### src/rtl/wp_range_decoder.sv
module wp_range_decoder #(
  parameter int AW = 32,
  parameter int SW = 4
) (
  input  logic          clk,
  input  logic          rst_n,
  input  logic          wr_en,
  input  logic [1:0]    wr_sel,
  input  logic [AW-1:0] wr_data,
  output logic          wp_valid,
  output logic [AW-1:0] wp_base,
  output logic [AW:0]   wp_len,
  output logic [1:0]    wp_rw,
  output logic          bp_valid,
  output logic [AW-1:0] bp_addr,
  input  logic          acc_valid,
  input  logic [AW-1:0] acc_addr,
  input  logic [SW-1:0] acc_size,
  input  logic          acc_write,
  output logic          acc_hit
);
  logic [AW-1:0] w_val;
  logic          w_en;
  logic [1:0]    w_dir;
  logic [7:0]    w_sel;
  logic [4:0]    w_msk;
  logic [AW-3:0] b_val;
  logic          b_en;
  logic [3:0]    b_type;
  logic [3:0]    b_sel;

  logic unused_wr;
  assign unused_wr = ^{wr_data[AW-1:29], wr_data[23:13], wr_data[19:9], wr_data[4:1], wr_data[6], wr_data[8]};

  always_ff @(posedge clk or negedge rst_n) begin
    if (!rst_n) begin
      w_val  <= '0;
      w_en   <= 1'b0;
      w_dir  <= 2'b00;
      w_sel  <= 8'h00;
      w_msk  <= 5'd0;
      b_val  <= '0;
      b_en   <= 1'b0;
      b_type <= 4'd0;
      b_sel  <= 4'd0;
    end else if (wr_en) begin
      case (wr_sel)
        2'd0: w_val <= {wr_data[AW-1:2], 2'b00};
        2'd1: begin
          w_en  <= wr_data[0];
          w_dir <= wr_data[4:3];
          w_sel <= wr_data[12:5];
          w_msk <= wr_data[28:24];
        end
        2'd2: b_val <= wr_data[AW-1:2];
        default: begin
          b_en   <= wr_data[0];
          b_type <= wr_data[23:20];
          b_sel  <= {wr_data[7], wr_data[7], wr_data[5], wr_data[5]};
        end
      endcase
    end
  end

  logic [7:0] sel_eff;
  logic [2:0] first;
  logic [3:0] run;
  logic       found, going;

  assign sel_eff = w_val[2] ? {4'h0, w_sel[3:0]} : w_sel;

  always_comb begin
    first = 3'd0;
    found = 1'b0;
    for (int i = 0; i < 8; i++) begin
      if (!found && sel_eff[i]) begin
        first = 3'(i);
        found = 1'b1;
      end
    end
    run   = 4'd0;
    going = 1'b1;
    for (int i = 0; i < 8; i++) begin
      if (3'(i) >= first) begin
        if (going && sel_eff[i]) run = run + 4'd1;
        else going = 1'b0;
      end
    end
  end

  logic          use_mask;
  logic [AW:0]   mask_len;
  assign use_mask = (w_msk != 5'd0);
  assign mask_len = {{AW{1'b0}}, 1'b1} << w_msk;

  assign wp_valid = w_en && (w_dir != 2'b00) &&
                    (use_mask ? (w_msk != 5'd1 && w_msk != 5'd2) : (sel_eff != 8'h00));
  assign wp_rw    = wp_valid ? w_dir : 2'b00;
  assign wp_len   = use_mask ? mask_len : {{(AW-3){1'b0}}, run};
  assign wp_base  = use_mask ? (w_val & ~(mask_len[AW-1:0] - 1'b1))
                             : (w_val + {{(AW-3){1'b0}}, first});

  assign bp_valid = b_en && (b_type == 4'd0 || b_type == 4'd1) && (b_sel != 4'd0);
  assign bp_addr  = {b_val, 2'b00} + ((b_sel == 4'b1100) ? AW'(2) : AW'(0));

  logic [AW:0] acc_end, wp_end;
  assign acc_end = {1'b0, acc_addr} + {{(AW+1-SW){1'b0}}, acc_size};
  assign wp_end  = {1'b0, wp_base} + wp_len;

  assign acc_hit = acc_valid && wp_valid && (acc_size != '0) &&
                   (acc_write ? wp_rw[1] : wp_rw[0]) &&
                   ({1'b0, acc_addr} < wp_end) && ({1'b0, wp_base} < acc_end);
endmodule

### config.mk
export PLATFORM = sky130hd
export DESIGN_NAME = wp_range_decoder
export DESIGN_NICKNAME = d
export VERILOG_FILES = /design/src/rtl/wp_range_decoder.sv
export SDC_FILE = /design/constraint.sdc
export NUM_CORES = 1
export LEC_CHECK = 0
export BUFFER_PORTS_ARGS = -buffer_cell sky130_fd_sc_hd__buf_2
export CORE_ASPECT_RATIO = 1.1
export CORE_MARGIN = 10
export CORE_UTILIZATION = 40
export DETAILED_ROUTE_END_ITERATION = 7
export PLACE_DENSITY = 0.7
export SETUP_SLACK_MARGIN = 0.2
export SLEW_MARGIN = 5
export SYNTH_ARGS = -nofsm -noshare
export SYNTH_HDL_FRONTEND = slang
export SYNTH_SLANG_ARGS = --single-unit
### constraint.sdc
create_clock -name clk -period 27.1 [get_ports clk]
set_input_delay 1.355 -clock clk [delete_from_list [all_inputs] [get_ports clk]]
set_output_delay 1.355 -clock clk [all_outputs]
set_load 0.02 [all_outputs]
After elaboration in Yosys (flattened, before gate mapping)
Index checks and enable logic that the tools add are counted.

Reductions and logical operators: 44. $add $sub $neg: 12. Equal/unequal tests: 6. Shift-type cells: 1. Order comparisons: 10. Multiplexer cells: 50. Bitwise logic cells: 3.

Operators by type and width (number): 32-bit by 33-bit < comparator with 1-bit output (2); 4-bit 2-to-1 mux (14); 32-bit by 33-bit adder with 33-bit output (1); 32-bit by 4-bit adder with 33-bit output (1); 33-bit 2-to-1 mux (1); 1-bit by 5-bit << shifter with 33-bit output, first input constant (1); 32-bit by 2-bit adder with 32-bit output (1); 32-bit by 3-bit adder with 32-bit output (1); 32-bit bitwise AND (1); 32-bit 2-to-1 mux (1); 32-bit NOT (1); 32-bit by 1-bit subtractor with 32-bit output, second input constant (1); 4-bit by 1-bit adder with 4-bit output, second input constant (7); 1-bit 2-to-1 mux (25); 1-bit logical AND (24); 3-bit 2-to-1 mux (6); 3-bit >= comparator, first input constant (4); 8-bit 2-to-1 mux (1); 2-bit AND reduction (4); 4-bit nonzero test (2); 8-bit nonzero test (1); 1-bit logical NOT (7); 1-bit by 3-bit >= comparator with 1-bit output, first input constant (2); 2-bit by 3-bit >= comparator with 1-bit output, first input constant (2); other kinds (14) (15).

Bits of input ports: 75. Output and inout bits: 102. Register bits: 84.

Logic depth before layout (Yosys ltp)
Gate-level depths: netlist of the first run.

Depth after elaboration: 51. Depth in mapped cells: 40.

Worst setup path before layout of the first run
OpenSTA, ideal clock, no wires.

Path kind: register to output. Start: reg w_sel[0]. End: out acc_hit. Cell stages (with the launch flop): 41. Setup slack: 16.337 ns. Buffers on the path: 2. Required time: 25.745 ns. Data arrival time: 9.408 ns. Path through: dfrtp_1 buf_6 dlygate4sd3_1 ha_1 and2_1 ha_1 nand3_1 a211oi_1 ha_1 inv_1 nor2_1 or2_2 ha_1 a221o_1 ha_1 mux2_4 ha_1 mux2_4 [5 not listed] a21oi_1 o21ai_1 a21o_1 a31oi_1 o31ai_1 a31oi_1 o31ai_1 a31oi_1 o311a_1 ha_1 nor3_1 o21ai_0 nor4_1 o2111ai_1 a41o_1 o21ai_0 a2111oi_0 nor4_1.

Cells in the longest elaborated chain, start to end: 51.

Ends and longest elaborated chain: start, declared (RTL line 25) `logic [7:0] w_sel;`; start signal, assigned (RTL line 52) `w_sel <= wr_data[12:5];`; 8-bit 2-to-1 mux (*) (RTL line 70) `assign sel_eff = w_val[2] ? {4'h0, w_sel[3:0]} : w_sel;`; 1-bit 2-to-1 mux (RTL line 76, 85); 1-bit logical NOT (RTL line 76) `if (!found && sel_eff[i]) begin`; 1-bit logical AND (RTL line 76); 1-bit 2-to-1 mux (RTL line 76); 1-bit logical NOT (RTL line 76); 1-bit logical AND (RTL line 76); 1-bit 2-to-1 mux (RTL line 76); [36 not listed]; 4-bit 2-to-1 mux (RTL line 85) `if (going && sel_eff[i]) run = run + 4'd1;`; 4-bit 2-to-1 mux (*) (RTL line 84) `if (3'(i) >= first) begin`; 33-bit 2-to-1 mux (*) (RTL line 99) `assign wp_len = use_mask ? mask_len : {{(AW-3){1'b0}}, run};`; named net wp_len[2] (RTL line 12) `output logic [AW:0] wp_len,`; 32-bit by 33-bit adder with 33-bit output (*) (RTL line 108) `assign wp_end = {1'b0, wp_base} + wp_len;`; 32-bit by 33-bit < comparator with 1-bit output (*) (RTL line 112) `({1'b0, acc_addr} < wp_end) && ({1'b0, wp_base} < acc_end);`; 1-bit logical AND (*) (RTL line 111) `(acc_write ? wp_rw[1] : wp_rw[0]) &&`; 1-bit logical AND (*) (RTL line 112); end, declared (RTL line 20) `output logic acc_hit`.

Mark *: on every way through the listed nets, which the timed path passes. The rest lies on a longest branch.

Final worst setup path of the first run
Start: reg w_sel[5]. End: out acc_hit.

Cells in the longest elaborated chain, start to end: 37.

Ends and longest elaborated chain (RTL line): 8-bit 2-to-1 mux (*) (70); 1-bit logical AND (76); 1-bit 2-to-1 mux (76); 1-bit logical NOT (76); 1-bit logical AND (76); 1-bit 2-to-1 mux (76); 1-bit logical NOT (76); 1-bit logical AND (76); [21 not listed]; 4-bit by 1-bit adder with 4-bit output / 1-bit logical AND (equally long branches) (85); 4-bit 2-to-1 mux (85); 4-bit 2-to-1 mux (84); 33-bit 2-to-1 mux (99); 32-bit by 33-bit adder with 33-bit output (108); 32-bit by 33-bit < comparator with 1-bit output (112); 1-bit logical AND (111); 1-bit logical AND (*) (112).

Every way passes the cells marked *; elsewhere a longest branch is shown, timed or not.

==> flow_metrics.py, run 1 <==
metrics = {
    "run": {
        "cap_violations": 0,
    },
    "floorplanning": {
        "die_w_um": 158,
        "row_count": 55,
        "fp.dieArea_um2": 27300,
        "core-area_um2": 20600,
        "io_pins": 177,
        "start_util": 0.408,
        "die_y_um": 172,
    },
    "clock_tree": {
        "cts_tree": "done",
        "cts-root-buf": "clkbuf_16",
        "cts_resized": 0,
        "insertion_delay_ps": 330,
        "htree_levels": 3,
        "cts-hold-fix-buffers": 0,
        "cts_sinks": 82,
        "cts_setup_buffers": 0,
        "path_clk_slew_ps": 60,
        "clockBufferDepth": 2,
        "numCtsBuffers": 9,
    },
    "power_and_ir_drop": {
        "ir_worst_vdd_uv": 53.7,
        "power_leakage_nw": 4.58,
        "cellPowerDensity_nw_per_um2": 60.0,
    },
    "cells_and_area": {
        "nNetsFinal": 1275,
        "antenna_cells": 0,
        "multi_input_area_um2": 6070,
        "drive_gt1_frac": 0.271,
        "seqCellArea_um2": 2050,
        "syn_to_final_growth_pct": 15.1,
        "fin_area_um2": 9700,
        "fillers": 2041,
    },
    "worst_setup_path": {
        "cp_common_cell": "ha_1",
        "crit_fanout": 13,
        "crit_path_start_kind": "flop",
        "max_stage_delay_ps": 560,
        "worstPathRequired_ps": 25740,
        "r2r_slack_ps": 26000,
        "worstPathArrival_ps": 10660,
        "cpMaxStageDelayCell": "o31ai_1",
        "crit_type": "flop to output pin",
        "rr_worst_depth": 1,
        "timing.rr.end": "w_msk[2]",
        "crit_path_end_kind": "output pin",
        "r2r-start": "w_msk[2]",
    },
    "placement": {
        "pre_cts_slack_ps": 15480,
        "place_congestion": 0.960,
        "hpwlAfterDp_um": 21700,
        "port_buffers": 173,
        "placed_area_um2": 9440,
    },
    "timing": {
        "clock-skew-final_ps": 0,
        "period_needed_ps": 12010,
        "hold_viol": 0,
        "slew_headroom": 0.316,
        "setup_slack_ps": 15090,
        "maxSlewViolCount": 0,
        "tns_ps": 0,
        "fmax_mhz": 83.2,
        "tightest_slew_ps": 1030,
        "fin_crit_sh": 0.443,
        "setup_viol": 0,
        "rsz0062_at_grt": "no",
    },
    "worst_hold_path": {
        "hold_end": "b_val[24]",
        "min_path_cells": 1,
        "hp-class": "flop to flop",
        "min_from": "b_val[24]",
    },
    "yosys": {
        "ys.flop_type": "dfrtp_1",
        "synth_edf_count": 0,
        "ys_top_cells_by_area": "dfrtp_1 24%, ha_1 16%, mux2_2 11%, xor2_1 3.4%, xnor2_1 3.3%",
        "syn_area_per_cell_um2": 9.00,
        "synthArstFlopShare": 1.00,
        "synthCells": 937,
        "yosysTopAreaCell": "dfrtp_1",
        "ys_seq_elements": 82,
        "synthDistinctLibCells": 78,
        "ys_seq_area_frac": 0.243,
        "ys_top_cells_by_count": "107 x ha_1, 82 x dfrtp_1, 81 x mux2_2, 72 x nor2_1, 64 x nand2_1",
        "synth_most_common_cell": "ha_1",
        "netlist_area_um2": 8430,
        "netlist.area_leader.share": 0.243,
        "yosys_warnings": 0,
    },
    "routing": {
        "totalWireLength_um": 26000,
        "antenna_left": 0,
        "drt_iter0_drc": 479,
        "avgViaCountPerCell": 5.75,
        "vias": 7763,
        "routedWlPerCell_um": 19.2,
        "firstDrtPassIters": 5,
        "drc": 0,
    },
    "global_routing": {
        "grt-ovfl-total": 0,
        "grt_pass1_wl_um": 40800,
        "antenna_found_initial": 0,
        "grt_pass1_vias": 7724,
        "grt.total_usage": 0.187,
        "grt_max_degree": 83,
    },
    "run_status": {
        "status": "complete, no violations",
    },
}
==> metrics by stage <==
stage / hold WS (ps) / util / std cells / power (mW)
after detailed placement: 487 / 0.457 / 1336 / 0.474
after global placement: 483 / 0.457 / 1336 / 0.467
after floorplan: 471 / - / 938 / 0.385
after global routing: 508 / 0.470 / 1350 / 0.627
after CTS: 502 / 0.470 / 1350 / 0.585
final: 500 / 0.470 / 1350 / 0.582
==> power by group <==
part	internal [mW]	switching [mW]	total (mW)
Clock	0.0631	0.0448	0.108
Combinational	0.121	0.177	0.298
Sequential	0.146	0.0305	0.176
Total	0.329	0.252	0.582
==> cells in the final DEF (no fill, tap or decap), drive strengths merged, types with 5 or more instances in the layout <==
master / count
nand2: 65
nand4: 21
mux2: 83
nor3: 26
mux2i: 19
a21oi: 43
xor2: 33
a31oi: 12
buf: 175
nor2b: 11
nor2: 73
o21a: 11
ha: 107
a21o: 26
and2: 8
nand2b: 13
a2111oi: 7
or2: 5
o31ai: 11
o21bai: 7
nor4: 10
or3: 5
o21ai: 45
and3: 12
o211ai: 12
nand3: 42
inv: 30
clkbuf: 11
xnor2: 32
dfrtp: 82
==> worst max path at each step <==
stage | from | to | slack, ps | depth (start not counted)
3_5_place_dp | w_sel[5] | acc_hit | 15480 | 41
4_1_cts | w_sel[5] | acc_hit | 15080 | 41
6_report | w_sel[5] | acc_hit | 15090 | 41
5_1_grt | w_sel[5] | acc_hit | 14410 | 41
2_1_floorplan | w_sel[0] | acc_hit | 16340 | 40
3_3_place_gp | w_sel[5] | acc_hit | 15520 | 41
==> critical path, delay by kind of cell (launching register included) <==
family | cells | cell delay (ps)
compound gates | 17 | 4450
fa+ha+maj | 8 | 2000
buf+inv | 2 | 300
flops | 1 | 540
mux | 3 | 820
simple gates | 11 | 2180
==> state kept, by name (all words and copies together) (netlist names) <==
signal  cells
b_val      30
w_en        1
w_dir       2
w_msk       5
b_en        1
b_type      3
b_sel       2
w_val      30
w_sel       8
==> layout make-up <==
type	count	share of cell area
clock buffers	11	0.0250
clock inverters	3	0.00181
inverters	30	0.0116
multi-input cells	793	0.626
flip-flops and latches	82	0.211
well taps	256	0.0330
repair buffers	175	0.0910
==> routing by layer <==
layer	track usage	share of wire	routed length [um]
met5	0	0	0
met4	0.0544	0.023	585
met3	0.0348	0.069	1800
met2	0.315	0.47	12200
met1	0.239	0.44	11400
==> kinds of logic after synthesis <==
logic type / synth area share
buf+inv: 0.0370
flops: 0.243
other cells: 0.000445
xor+xnor: 0.0675
compound gates: 0.165
fa+ha+maj: 0.164
simple gates: 0.189
mux: 0.134
Power figures use the tool's default switching activity.
==> inputs of run 2 (changes only) <==
Clock period 27.1 ns to 12.2 ns, I/O delays scaled along.
==> flow_metrics.py, run 2 (synthesis gave the netlist of run 1 again) <==
metrics = {
    "run_status": {
        "status": "complete, no violations",
    },
    "placement": {
        "placed_area_um2": 9440,
        "pre_cts_slack_ps": 1540,
        "hpwlAfterDp_um": 21800,
        "dp_cells": 1336,
        "place_congestion": 0.924,
        "port_buffers": 173,
    },
    "global_routing": {
        "grt.total_usage": 0.186,
        "grt_pass1_wl_um": 40500,
        "grt-ovfl-total": 0,
        "grt_max_degree": 83,
        "antenna_found_initial": 0,
        "grt_pass1_vias": 7590,
    },
    "routing": {
        "totalWireLength_um": 26100,
        "routedWlPerCell_um": 19.3,
        "firstDrtPassIters": 5,
        "avgViaCountPerCell": 5.74,
        "vias": 7752,
        "antenna_left": 0,
        "drc": 0,
        "drt_iter0_drc": 507,
    },
    "worst_setup_path": {
        "max_stage_delay_ps": 530,
        "worstPathArrival_ps": 10430,
        "crit_path_end_kind": "output pin",
        "cp_common_cell": "ha_1",
        "path_delay_family": "compound AO/OA/AOI/OAI gates",
        "crit_cells": 41,
        "crit_path_start_kind": "flop",
        "crit_start": "w_sel[5]",
        "r2r-start": "w_msk[2]",
        "cpMaxStageDelayCell": "dfrtp_1",
        "cp_num_buf_inv": 2,
        "crit_fanout": 13,
        "worstPathRequired_ps": 11590,
        "rr_worst_depth": 1,
        "crit_type": "flop to output pin",
    },
    "timing": {
        "rsz0062_at_grt": "no",
        "tns_ps": 0,
        "tightest_slew_ps": 997,
        "fin_crit_sh": 0.905,
        "fmax_mhz": 90.6,
        "setup_viol": 0,
        "period_needed_ps": 11040,
        "hold_ws_ps": 444,
        "hold_viol": 0,
        "slew_headroom": 0.335,
        "clock-skew-final_ps": 0,
        "setup_slack_ps": 1160,
        "maxSlewViolCount": 0,
    },
    "power_and_ir_drop": {
        "power_leakage_nw": 4.60,
        "finalPower_mw": 1.34,
        "cellPowerDensity_nw_per_um2": 137,
        "ir_worst_vdd_uv": 133,
    },
    "clock_tree": {
        "insertion_delay_ps": 320,
        "path_clk_slew_ps": 60,
        "cts-hold-fix-buffers": 0,
        "cts_sinks": 82,
        "cts_setup_buffers": 0,
        "htree_levels": 3,
        "cts_tree": "done",
        "numCtsBuffers": 9,
        "cts-root-buf": "clkbuf_16",
        "cts_resized": 0,
        "clockBufferDepth": 2,
    },
    "floorplanning": {
        "row_count": 55,
        "die_y_um": 172,
        "start_util": 0.408,
        "fp.dieArea_um2": 27300,
        "core-area_um2": 20600,
        "io_pins": 177,
        "die_w_um": 158,
    },
    "cells_and_area": {
        "syn_to_final_growth_pct": 15.9,
        "finalCoreUtilization": 0.473,
        "most-common-layout-cells": "172 x buf_2, 107 x ha_1, 82 x dfrtp_1",
        "top_regs": "b_val (30), w_val (30), w_sel (8)",
        "nNetsFinal": 1275,
        "stdcell_count": 1351,
        "fin_area_um2": 9770,
        "drive_gt1_frac": 0.272,
        "antenna_cells": 0,
        "layout.cells.most_common": "buf_2",
    },
    "worst_hold_path": {
        "hp-class": "input pin to async pin",
    },
    "run": {
        "cap_violations": 0,
    },
}
[run 2: changes by cell type in the layout (fill, tap and decap cells not counted)]
cell / before / now
bufinv_16: 0 / 2
clkinv_2: 2 / 0
clkbuf_1: 1 / 0
clkbuf_8: 1 / 2
clkinvlp_4: 1 / 2
[run 2: metal layers]
metal / vias up / GRT usage / wire, um / part of all wire
met1: 3698 / 0.245 / 11800 / 0.45
met4: 0 / 0.0464 / 529 / 0.020
li1: 3793 / - / - / -
met2: 230 / 0.310 / 12400 / 0.48
met3: 31 / 0.0293 / 1380 / 0.053
met5: - / 0 / 0 / 0
[run 2: power by group]
group          internal, mW  leakage (nW)  switching (mW)
sequential            0.323         0.972          0.0688
combinational         0.268          3.48           0.393
clock                 0.189         0.154           0.100
[run 2: final timing paths]
check                       endpoint  slack, ps
setup / recovery             acc_hit       1160
hold / removal             b_val[16]        440
setup reg to reg            w_msk[2]      11080
hold reg to reg             b_val[2]        500
max in group asynchronous  w_val[26]      11110
min in group clk            b_val[2]        500
[run 2: area by class of cell]
type	count	area, um2
well taps	256	320
flip-flops and latches	82	2050
inverters	30	113
clock buffers	11	253
multi-input cells	793	6070
clock inverters	4	75.1
repair buffers	175	883
fillers	2012	10900
